**config.mk**
```make
export PLATFORM = sky130hd
export DESIGN_NAME = seq_smul16
export DESIGN_NICKNAME = d
export VERILOG_FILES = /design/src/rtl/smul_pkg.sv /design/src/rtl/smul_bytemul.sv /design/src/rtl/smul_seq.sv /design/src/rtl/smul_acc.sv /design/src/rtl/seq_smul16.sv
export SDC_FILE = /design/constraint.sdc
export NUM_CORES = 1
export LEC_CHECK = 0
export BUFFER_PORTS_ARGS = -buffer_cell sky130_fd_sc_hd__buf_2
export CAP_MARGIN = 20
export CELL_PAD_IN_SITES_DETAIL_PLACEMENT = 1
export CELL_PAD_IN_SITES_GLOBAL_PLACEMENT = 2
export CORE_AREA = 2 2 139 141
export CTS_CLUSTER_SIZE = 14
export DETAILED_ROUTE_END_ITERATION = 6
export DIE_AREA = 0 0 141 143
export HOLD_SLACK_MARGIN = 0.15
export PLACE_DENSITY = 0.83
export SYNTH_ARGS = -nofsm -noshare
export SYNTH_HDL_FRONTEND = slang
export SYNTH_SLANG_ARGS = --single-unit
```
**constraint.sdc**
```tcl
create_clock -name clk -period 9.67 [get_ports clk]
set_clock_uncertainty 0.05 [all_clocks]
set_input_delay 0.967 -clock clk [delete_from_list [all_inputs] [get_ports clk]]
set_output_delay 0.967 -clock clk [all_outputs]
set_load 0.01 [all_outputs]
```
**src/rtl/smul_pkg.sv**
```systemverilog
package smul_pkg;
  typedef enum logic [2:0] {
    ST_IDLE = 3'd0,
    ST_LL   = 3'd1,
    ST_HH   = 3'd2,
    ST_LH   = 3'd3,
    ST_HL   = 3'd4,
    ST_CB   = 3'd5,
    ST_CA   = 3'd6
  } step_t;
endpackage

```
**src/rtl/smul_bytemul.sv**
```systemverilog
module smul_bytemul #(
  parameter int W = 8
) (
  input  logic [W-1:0]   x,
  input  logic [W-1:0]   y,
  output logic [2*W-1:0] p
);
  localparam int PW = 2 * W;

  logic [PW-1:0] row [W];
  logic [PW-1:0] sum;

  // One shifted row per multiplier bit
  genvar gi;
  generate
    for (gi = 0; gi < W; gi++) begin : g_row
      assign row[gi] = y[gi] ? ({{W{1'b0}}, x} << gi) : '0;
    end
  endgenerate

  always_comb begin
    sum = '0;
    for (int k = 0; k < W; k++) sum = sum + row[k];
  end

  assign p = sum;
endmodule

```
**src/rtl/smul_seq.sv**
```systemverilog
module smul_seq
  import smul_pkg::*;
#(
  parameter int W = 8
) (
  input  logic           clk,
  input  logic           rst,
  input  logic           start,
  input  logic           umode,
  input  logic [2*W-1:0] a_in,
  input  logic [2*W-1:0] b_in,
  output logic           busy,
  output logic           done,
  output step_t          step,
  output logic [2*W-1:0] a_q,
  output logic [2*W-1:0] b_q,
  output logic [W-1:0]   mul_x,
  output logic [W-1:0]   mul_y
);
  localparam int OW = 2 * W;

  step_t state;
  logic  um_q;

  always_ff @(posedge clk) begin
    if (rst) begin
      state <= ST_IDLE;
      done  <= 1'b0;
      a_q   <= '0;
      b_q   <= '0;
      um_q  <= 1'b0;
    end else begin
      done <= 1'b0;
      case (state)
        ST_IDLE: if (start) begin
          a_q   <= a_in;
          b_q   <= b_in;
          um_q  <= umode;
          state <= ST_LL;
        end
        ST_LL: state <= ST_HH;
        ST_HH: state <= ST_LH;
        ST_LH: state <= ST_HL;
        ST_HL: if (um_q) begin
          state <= ST_IDLE;
          done  <= 1'b1;
        end else begin
          state <= ST_CB;
        end
        ST_CB: state <= ST_CA;
        ST_CA: begin
          state <= ST_IDLE;
          done  <= 1'b1;
        end
        default: state <= ST_IDLE;
      endcase
    end
  end

  assign busy = (state != ST_IDLE);
  assign step = state;

  // Byte selection for the shared multiplier
  always_comb begin
    case (state)
      ST_HH:   begin mul_x = a_q[OW-1:W]; mul_y = b_q[OW-1:W]; end
      ST_LH:   begin mul_x = a_q[W-1:0];  mul_y = b_q[OW-1:W]; end
      ST_HL:   begin mul_x = a_q[OW-1:W]; mul_y = b_q[W-1:0];  end
      default: begin mul_x = a_q[W-1:0];  mul_y = b_q[W-1:0];  end
    endcase
  end

  a_r5_done_pulse: assert property (@(posedge clk) disable iff (rst)
    done |=> !done);
  a_r5_done_not_busy: assert property (@(posedge clk) disable iff (rst)
    done |-> !busy);
  a_r7_operands_held: assert property (@(posedge clk) disable iff (rst)
    busy |=> ($stable(a_q) && $stable(b_q)));
  a_r3_skip_corr: assert property (@(posedge clk) disable iff (rst)
    (state == ST_HL && um_q) |=> (done && !busy));
  a_r4_done_from_busy: assert property (@(posedge clk) disable iff (rst)
    $rose(done) |-> $past(busy));
endmodule

```
**src/rtl/smul_acc.sv**
```systemverilog
module smul_acc
  import smul_pkg::*;
#(
  parameter int W = 8
) (
  input  logic           clk,
  input  logic           rst,
  input  step_t          step,
  input  logic [2*W-1:0] pp,
  input  logic [2*W-1:0] a_q,
  input  logic [2*W-1:0] b_q,
  output logic [4*W-1:0] product
);
  localparam int OW = 2 * W;
  localparam int RW = 4 * W;

  logic [RW-1:0] res_q;
  logic [RW-1:0] res_d;

  always_comb begin
    res_d = res_q;
    case (step)
      ST_LL: res_d[OW-1:0]  = pp;
      ST_HH: res_d[RW-1:OW] = pp;
      ST_LH, ST_HL: res_d = res_q + {{W{1'b0}}, pp, {W{1'b0}}};
      ST_CB: if (b_q[OW-1]) res_d[RW-1:OW] = res_q[RW-1:OW] - a_q;
      ST_CA: if (a_q[OW-1]) res_d[RW-1:OW] = res_q[RW-1:OW] - b_q;
      default: res_d = res_q;
    endcase
  end

  always_ff @(posedge clk) begin
    if (rst) res_q <= '0;
    else     res_q <= res_d;
  end

  assign product = res_q;

  a_r8_idle_hold: assert property (@(posedge clk) disable iff (rst)
    (step == ST_IDLE) |=> $stable(product));
  a_r2_no_corr_b: assert property (@(posedge clk) disable iff (rst)
    (step == ST_CB && !b_q[OW-1]) |=> $stable(product));
  a_r2_no_corr_a: assert property (@(posedge clk) disable iff (rst)
    (step == ST_CA && !a_q[OW-1]) |=> $stable(product));
  a_r2_low_kept_corr: assert property (@(posedge clk) disable iff (rst)
    (step == ST_CB || step == ST_CA) |=> $stable(product[OW-1:0]));
endmodule

```
**src/rtl/seq_smul16.sv**
```systemverilog
module seq_smul16
  import smul_pkg::*;
#(
  parameter int HALF_W = 8
) (
  input  logic                clk,
  input  logic                rst,
  input  logic                start,
  input  logic                unsigned_mode,
  input  logic [2*HALF_W-1:0] op_a,
  input  logic [2*HALF_W-1:0] op_b,
  output logic                busy,
  output logic                done,
  output logic [4*HALF_W-1:0] product
);
  localparam int OW = 2 * HALF_W;

  step_t           step;
  logic [OW-1:0]   a_q;
  logic [OW-1:0]   b_q;
  logic [HALF_W-1:0] mul_x;
  logic [HALF_W-1:0] mul_y;
  logic [OW-1:0]   pp;

  smul_seq #(.W(HALF_W)) u_seq (
    .clk   (clk),
    .rst   (rst),
    .start (start),
    .umode (unsigned_mode),
    .a_in  (op_a),
    .b_in  (op_b),
    .busy  (busy),
    .done  (done),
    .step  (step),
    .a_q   (a_q),
    .b_q   (b_q),
    .mul_x (mul_x),
    .mul_y (mul_y)
  );

  smul_bytemul #(.W(HALF_W)) u_mul (
    .x (mul_x),
    .y (mul_y),
    .p (pp)
  );

  smul_acc #(.W(HALF_W)) u_acc (
    .clk     (clk),
    .rst     (rst),
    .step    (step),
    .pp      (pp),
    .a_q     (a_q),
    .b_q     (b_q),
    .product (product)
  );

  a_r6_accept_idle: assert property (@(posedge clk) disable iff (rst)
    $rose(busy) |-> $past(start));
endmodule

```
==> impl_metrics.toml, run 1 <==
[run_status]
outcome = "finished clean"

[clocking]
post_cts_buffers = 0
cts_resized = 0
cts_tree = "built"
clk_pin_slew_worst_paths_ps = 60
clock_insertion_delay_worst_skew_ps = 350
hold_buffers = 0
cts_max_path_buffers = 2
cts_made_buffers = 9
cts.sinks = 69
htree_levels = 3
clockRootBuffer = "clkbuf_16"

[die]
rows = 50
chipWidth_um = 141
fp.dieArea_um2 = 20200
initial_core_util_pct = 35.7
ioPinCount = 70
coreArea_um2 = 18600
die_h_um = 143

[logic_synthesis]
syn-cell-area_um2 = 6630
ys_seq_elements = 69
syn-num-nets = 970
syn_inst = 829
synth_edf_count = 0
synth.area.top_cells = "dfxtp_1, ha_1, fa_1"
synth_ff_type = "dfxtp_1"
synth-warning-count = 0
synth_top_area_cell = "dfxtp_1"
synthDistinctLibCells = 65
synthArstFlopShare_pct = 0
synth_top_cell_area_share_pct = 20.8
syn_area_per_cell_um2 = 7.99
yosysSeqAreaShare_pct = 20.8

[power_and_ir_drop]
pwr-share-seq_pct = 26.3
p_sw_uw = 569
powerDensity_nw_per_um2 = 185
p_comb_share_pct = 44.6
ir_drop_mv = 0.105
p_clk_share_pct = 29.1
switching_share_pct = 40.8
total_power_mw = 1.39
leakagePower_nw = 3.48
p_int_uw = 826

[drt]
first_iter_violations = 337
drc = 0
viasPerCell = 5.44
dr_total_vias = 6077
wl_per_cell_um = 18.8
antenna_left = 0
wirelength_um = 21000
first_pass_iters = 5

[timing]
finalSetupTns_ps = 0
max-slew-margin-rel_pct = 30.0
fin_ws_ps = 1370
min_period_over_period_pct = 85.8
period_needed_ps = 8300
hold_viol = 0
rsz0062_at_grt = "no"
drv_slew = 0
tightest_slew_ps = 1050
fin_hold_ws_ps = 399
fmax_ghz = 0.120
setup_viol = 0

[finish]
fin_area_um2 = 7520
synthToLayoutAreaGrowth_pct = 13.5
layout_common_cells = "nand2_1, nor2_1, a21oi_1"
fin_nets = 1020
final_common_cell = "nand2_1"
antenna_cells = 0
drive_above_1_share_pct = 13.4

[critical_path]
start_kind = "register"
cp_max_fo = 13
endpoint_kind = "register"
crit_top_cell = "fa_1"
worstSetupPathType = "reg2reg"
slowest_delay_ps = 710
slowest_stage = "mux2i_1"
critPathArrivalTime_ps = 8520
required_ps = 9890

[grt]
grt_pass1_wl_um = 33700
grt_max_degree = 73
grt_pass1_vias = 6068
groute.usage.overall_pct = 21.2
overflow = 0
antenna_found_initial = 1

[place]
gp_congestion = 0.841
pre_cts_slack_ps = 1480
hpwl_um = 16200
placed_cell_area_um2 = 7150
port_buffers = 69

[run]
cap_violations = 0

[hold_path]
hp-class = "reg2reg"
==> registers in the layout (all words and copies together) (netlist names) <==
signal / flops
u_seq.step: 3
u_seq.b_q: 16
u_seq.done: 1
u_seq.um_q: 1
u_seq.a_q: 16
u_acc.product: 32
==> area by class of cell <==
class	count	area [um2]
clock buffers	11	253
clock inverters	4	95.1
fillers	2280	11100
inverters	49	184
multi-input cells	676	4910
flip-flops and latches	69	1380
well taps	234	293
repair buffers	74	403
==> critical path: cells and delay by family (launching register included) <==
kind            cells  cell delay [ps]
xor+xnor            1              170
compound gates      8             2100
mux                 1              710
simple gates        7             1740
fa+ha+maj           6             2830
buf+inv             2               90
flops               1              520
==> worst paths after layout <==
kind	end	startpoint	slack (ps)	cells past startpoint
max	u_acc.product[26]	u_seq.step[1]	1370	25
min reg2reg	u_acc.product[3]	u_acc.product[3]	400	2
max reg2reg	u_acc.product[26]	u_seq.step[1]	1370	25
min	u_acc.product[3]	u_acc.product[3]	400	2
==> cells in the mapped netlist (7+ instances only) <==
master    number
ha_1          65
inv_1         49
a21oi_1       86
o21ai_0       28
a221oi_1       7
buf_2         11
nor3_1        12
nor2_1       102
xnor2_1       21
or2_2         14
a21o_1         8
mux2i_1       33
nand3_1        8
fa_1          40
nand2_1      112
dfxtp_1       69
clkbuf_1      22
nand2b_1      11
xor2_1        15
a211oi_1      11
o21bai_1       7
o21ai_1        8
==> cells by family after synthesis <==
family | share of synthesized area (%)
adders and majority gates | 24.4
and+or+nand+nor | 19.1
muxes | 5.53
buffers and inverters | 5.02
AOI/OAI and AO/OA | 20.4
DFF | 20.8
xor gates and xnor gates | 4.76
==> through the flow <==
step / instances / util (%)
after CTS: 1116 / 40.3
final: 1117 / 40.5
after global placement: 1101 / 38.5
after detailed placement: 1101 / 38.5
after floorplan: 829 / -
after global routing: 1117 / 40.5
==> power groups by stage <==
stage	registers (mW)	clock network [mW]	logic [mW]
3_5_place_dp	0.374	0	0.612
3_3_place_gp	0.373	0	0.607
4_1_cts	0.368	0.407	0.617
2_1_floorplan	0.364	0	0.446
6_report	0.367	0.406	0.621
5_1_grt	0.373	0.421	0.693
==> routing by layer <==
layer	global-route usage (%)	part of all wire, %	vias to the layer above
li1	-	-	2980
met1	30.0	49	2934
met2	33.7	45	140
met3	3.92	4.3	23
met4	5.21	1.7	0
met5	0	0	-
Power figures use the tool's default switching activity.
==> inputs of run 2 (changes only) <==
Settings changed: REMOVE_ABC_BUFFERS set to 1.
==> run 2 against run 1 <==
  * Register-to-register slack about the same
  * Worst setup slack better by 2.1 ps
  * Sequential power up 1%
  * Total power down 2.5%
  * Die area unchanged
  * Final cell count up 0.18%
  * First-iteration DRC count up 2.4%
==> impl_metrics.toml, run 2 (same netlist as run 1, synthesis figures left out) <==
[hold_path]
whs_path_depth = 2
hp-class = "reg2reg"
whs_endpoint = "u_acc.product[0]"
hold_start = "u_acc.product[0]"

[timing]
finalSetupTns_ps = 0
rsz0062_at_grt = "no"
drv_slew = 0
fin_hold_ws_ps = 402
hold_viol = 0
setup_viol = 0
tightest_slew_ps = 1030
fmax_ghz = 0.120
period_needed_ps = 8300
max-slew-margin-rel_pct = 31.4
min_period_over_period_pct = 85.8
fin_ws_ps = 1370

[die]
coreArea_um2 = 18600
die_h_um = 143
chipWidth_um = 141
ioPinCount = 70
rows = 50
initial_core_util_pct = 35.7
fp.dieArea_um2 = 20200

[critical_path]
cp_max_fo = 13
crit_top_cell = "fa_1"
rr_worst_depth = 25
critPathArrivalTime_ps = 8530
worstSetupPathType = "reg2reg"
endpoint_kind = "register"
crit_buf_inv = 2
regToRegEndpoint = "u_acc.product[26]"
start_kind = "register"
slowest_stage = "mux2i_1"
slowest_delay_ps = 700
reg2reg_slack_ps = 1370
required_ps = 9900
path_delay_family = "adder cells"
r2r_start = "u_seq.step[1]"

[clocking]
cts_made_buffers = 9
cts.sinks = 69
cts_tree = "built"
clk_pin_slew_worst_paths_ps = 70
htree_levels = 3
cts_max_path_buffers = 2
hold_buffers = 0
clock_insertion_delay_worst_skew_ps = 350
cts_resized = 0
clockRootBuffer = "clkbuf_16"
post_cts_buffers = 0

[finish]
fillers = 2277
antenna_cells = 0
drive_above_1_share_pct = 13.6
synthToLayoutAreaGrowth_pct = 13.3
final_common_cell = "nand2_1"
fin_nets = 1021
layout_common_cells = "nand2_1, nor2_1, a21oi_1"
largest_register_ff_count = 32

[power_and_ir_drop]
leakagePower_nw = 3.47
ir_drop_mv = 0.113
powerDensity_nw_per_um2 = 181

[drt]
first_iter_violations = 345
viasPerCell = 5.47
antenna_left = 0
drc = 0
wirelength_um = 21600
first_pass_iters = 5
dr_total_vias = 6123
wl_per_cell_um = 19.3

[grt]
antenna_found_initial = 0
grt_max_degree = 73
grt_pass1_wl_um = 34200
grt_pass1_vias = 6111
groute.usage.overall_pct = 21.8
overflow = 0

[run_status]
outcome = "finished clean"

[place]
hpwl_um = 16800
gp_congestion = 0.879
port_buffers = 69
pre_cts_slack_ps = 1560

[run]
cap_violations = 0
==> run 2: area by class of cell <==
cell class                 count  area [um2]  area share (%)
sequential                    69        1380            18.4
multi-input combinational    676        4910            65.4
tap                          234         293            3.90
clock buffer                   9         225            3.00
timing repair buffer          75         430            5.73
inverter                      49         184            2.45
clock inverter                 7        81.3            1.08
==> run 2: metrics by stage <==
| step | instance area (um2) | std cells | util [%] | total power [mW] |
|---|---|---|---|---|
| 6_report | 7510 | 1119 | 40.4 | 1.36 |
| 5_1_grt | 7510 | 1119 | 40.4 | 1.45 |
| 4_1_cts | 7450 | 1117 | 40.1 | 1.36 |
| 3_5_place_dp | 7150 | 1101 | 38.5 | 0.993 |
| 3_3_place_gp | 7150 | 1101 | 38.5 | 0.984 |
| 2_1_floorplan | 6480 | 794 | - | 0.794 |
==> run 2: layer usage <==
metal	part of all wire [%]	track usage, %	vias to the layer above
met4	2.4	7.21	0
met1	50	31.3	2963
met5	0	0	-
li1	-	-	2995
met3	3.7	2.52	29
met2	44	34.3	136
==> run 2: how the worst max path moves through the flow <==
stage / from / slack (ps) / endpoint / cells after the start
after detailed placement: u_seq.step[1] / 1560 / u_acc.product[26] / 25
after global routing: u_seq.step[1] / 940 / u_acc.product[26] / 25
after CTS: u_seq.step[1] / 1490 / u_acc.product[26] / 25
after floorplan: u_seq.step[1] / 2570 / u_acc.product[26] / 25
final: u_seq.step[1] / 1370 / u_acc.product[26] / 25
after global placement: u_seq.step[1] / 1710 / u_acc.product[26] / 25
==> run 2: worst reg2reg max path: cells and delay by family (launching register included) <==
kind	cells	cell delay, ps
AOI/OAI and AO/OA	8	2070
DFF	1	560
muxes	1	700
buffers and inverters	2	90
xor gates and xnor gates	1	160
adders and majority gates	6	2880
and+or+nand+nor	7	1720
==> run 2: power breakdown <==
part / total [mW] / switching [mW] / leakage, nW / internal, mW
clock network: 0.359 / 0.155 / 0.147 / 0.204
registers: 0.371 / 0.0505 / 0.564 / 0.321
logic: 0.630 / 0.385 / 2.76 / 0.245
total: 1.36 / 0.590 / 3.47 / 0.769
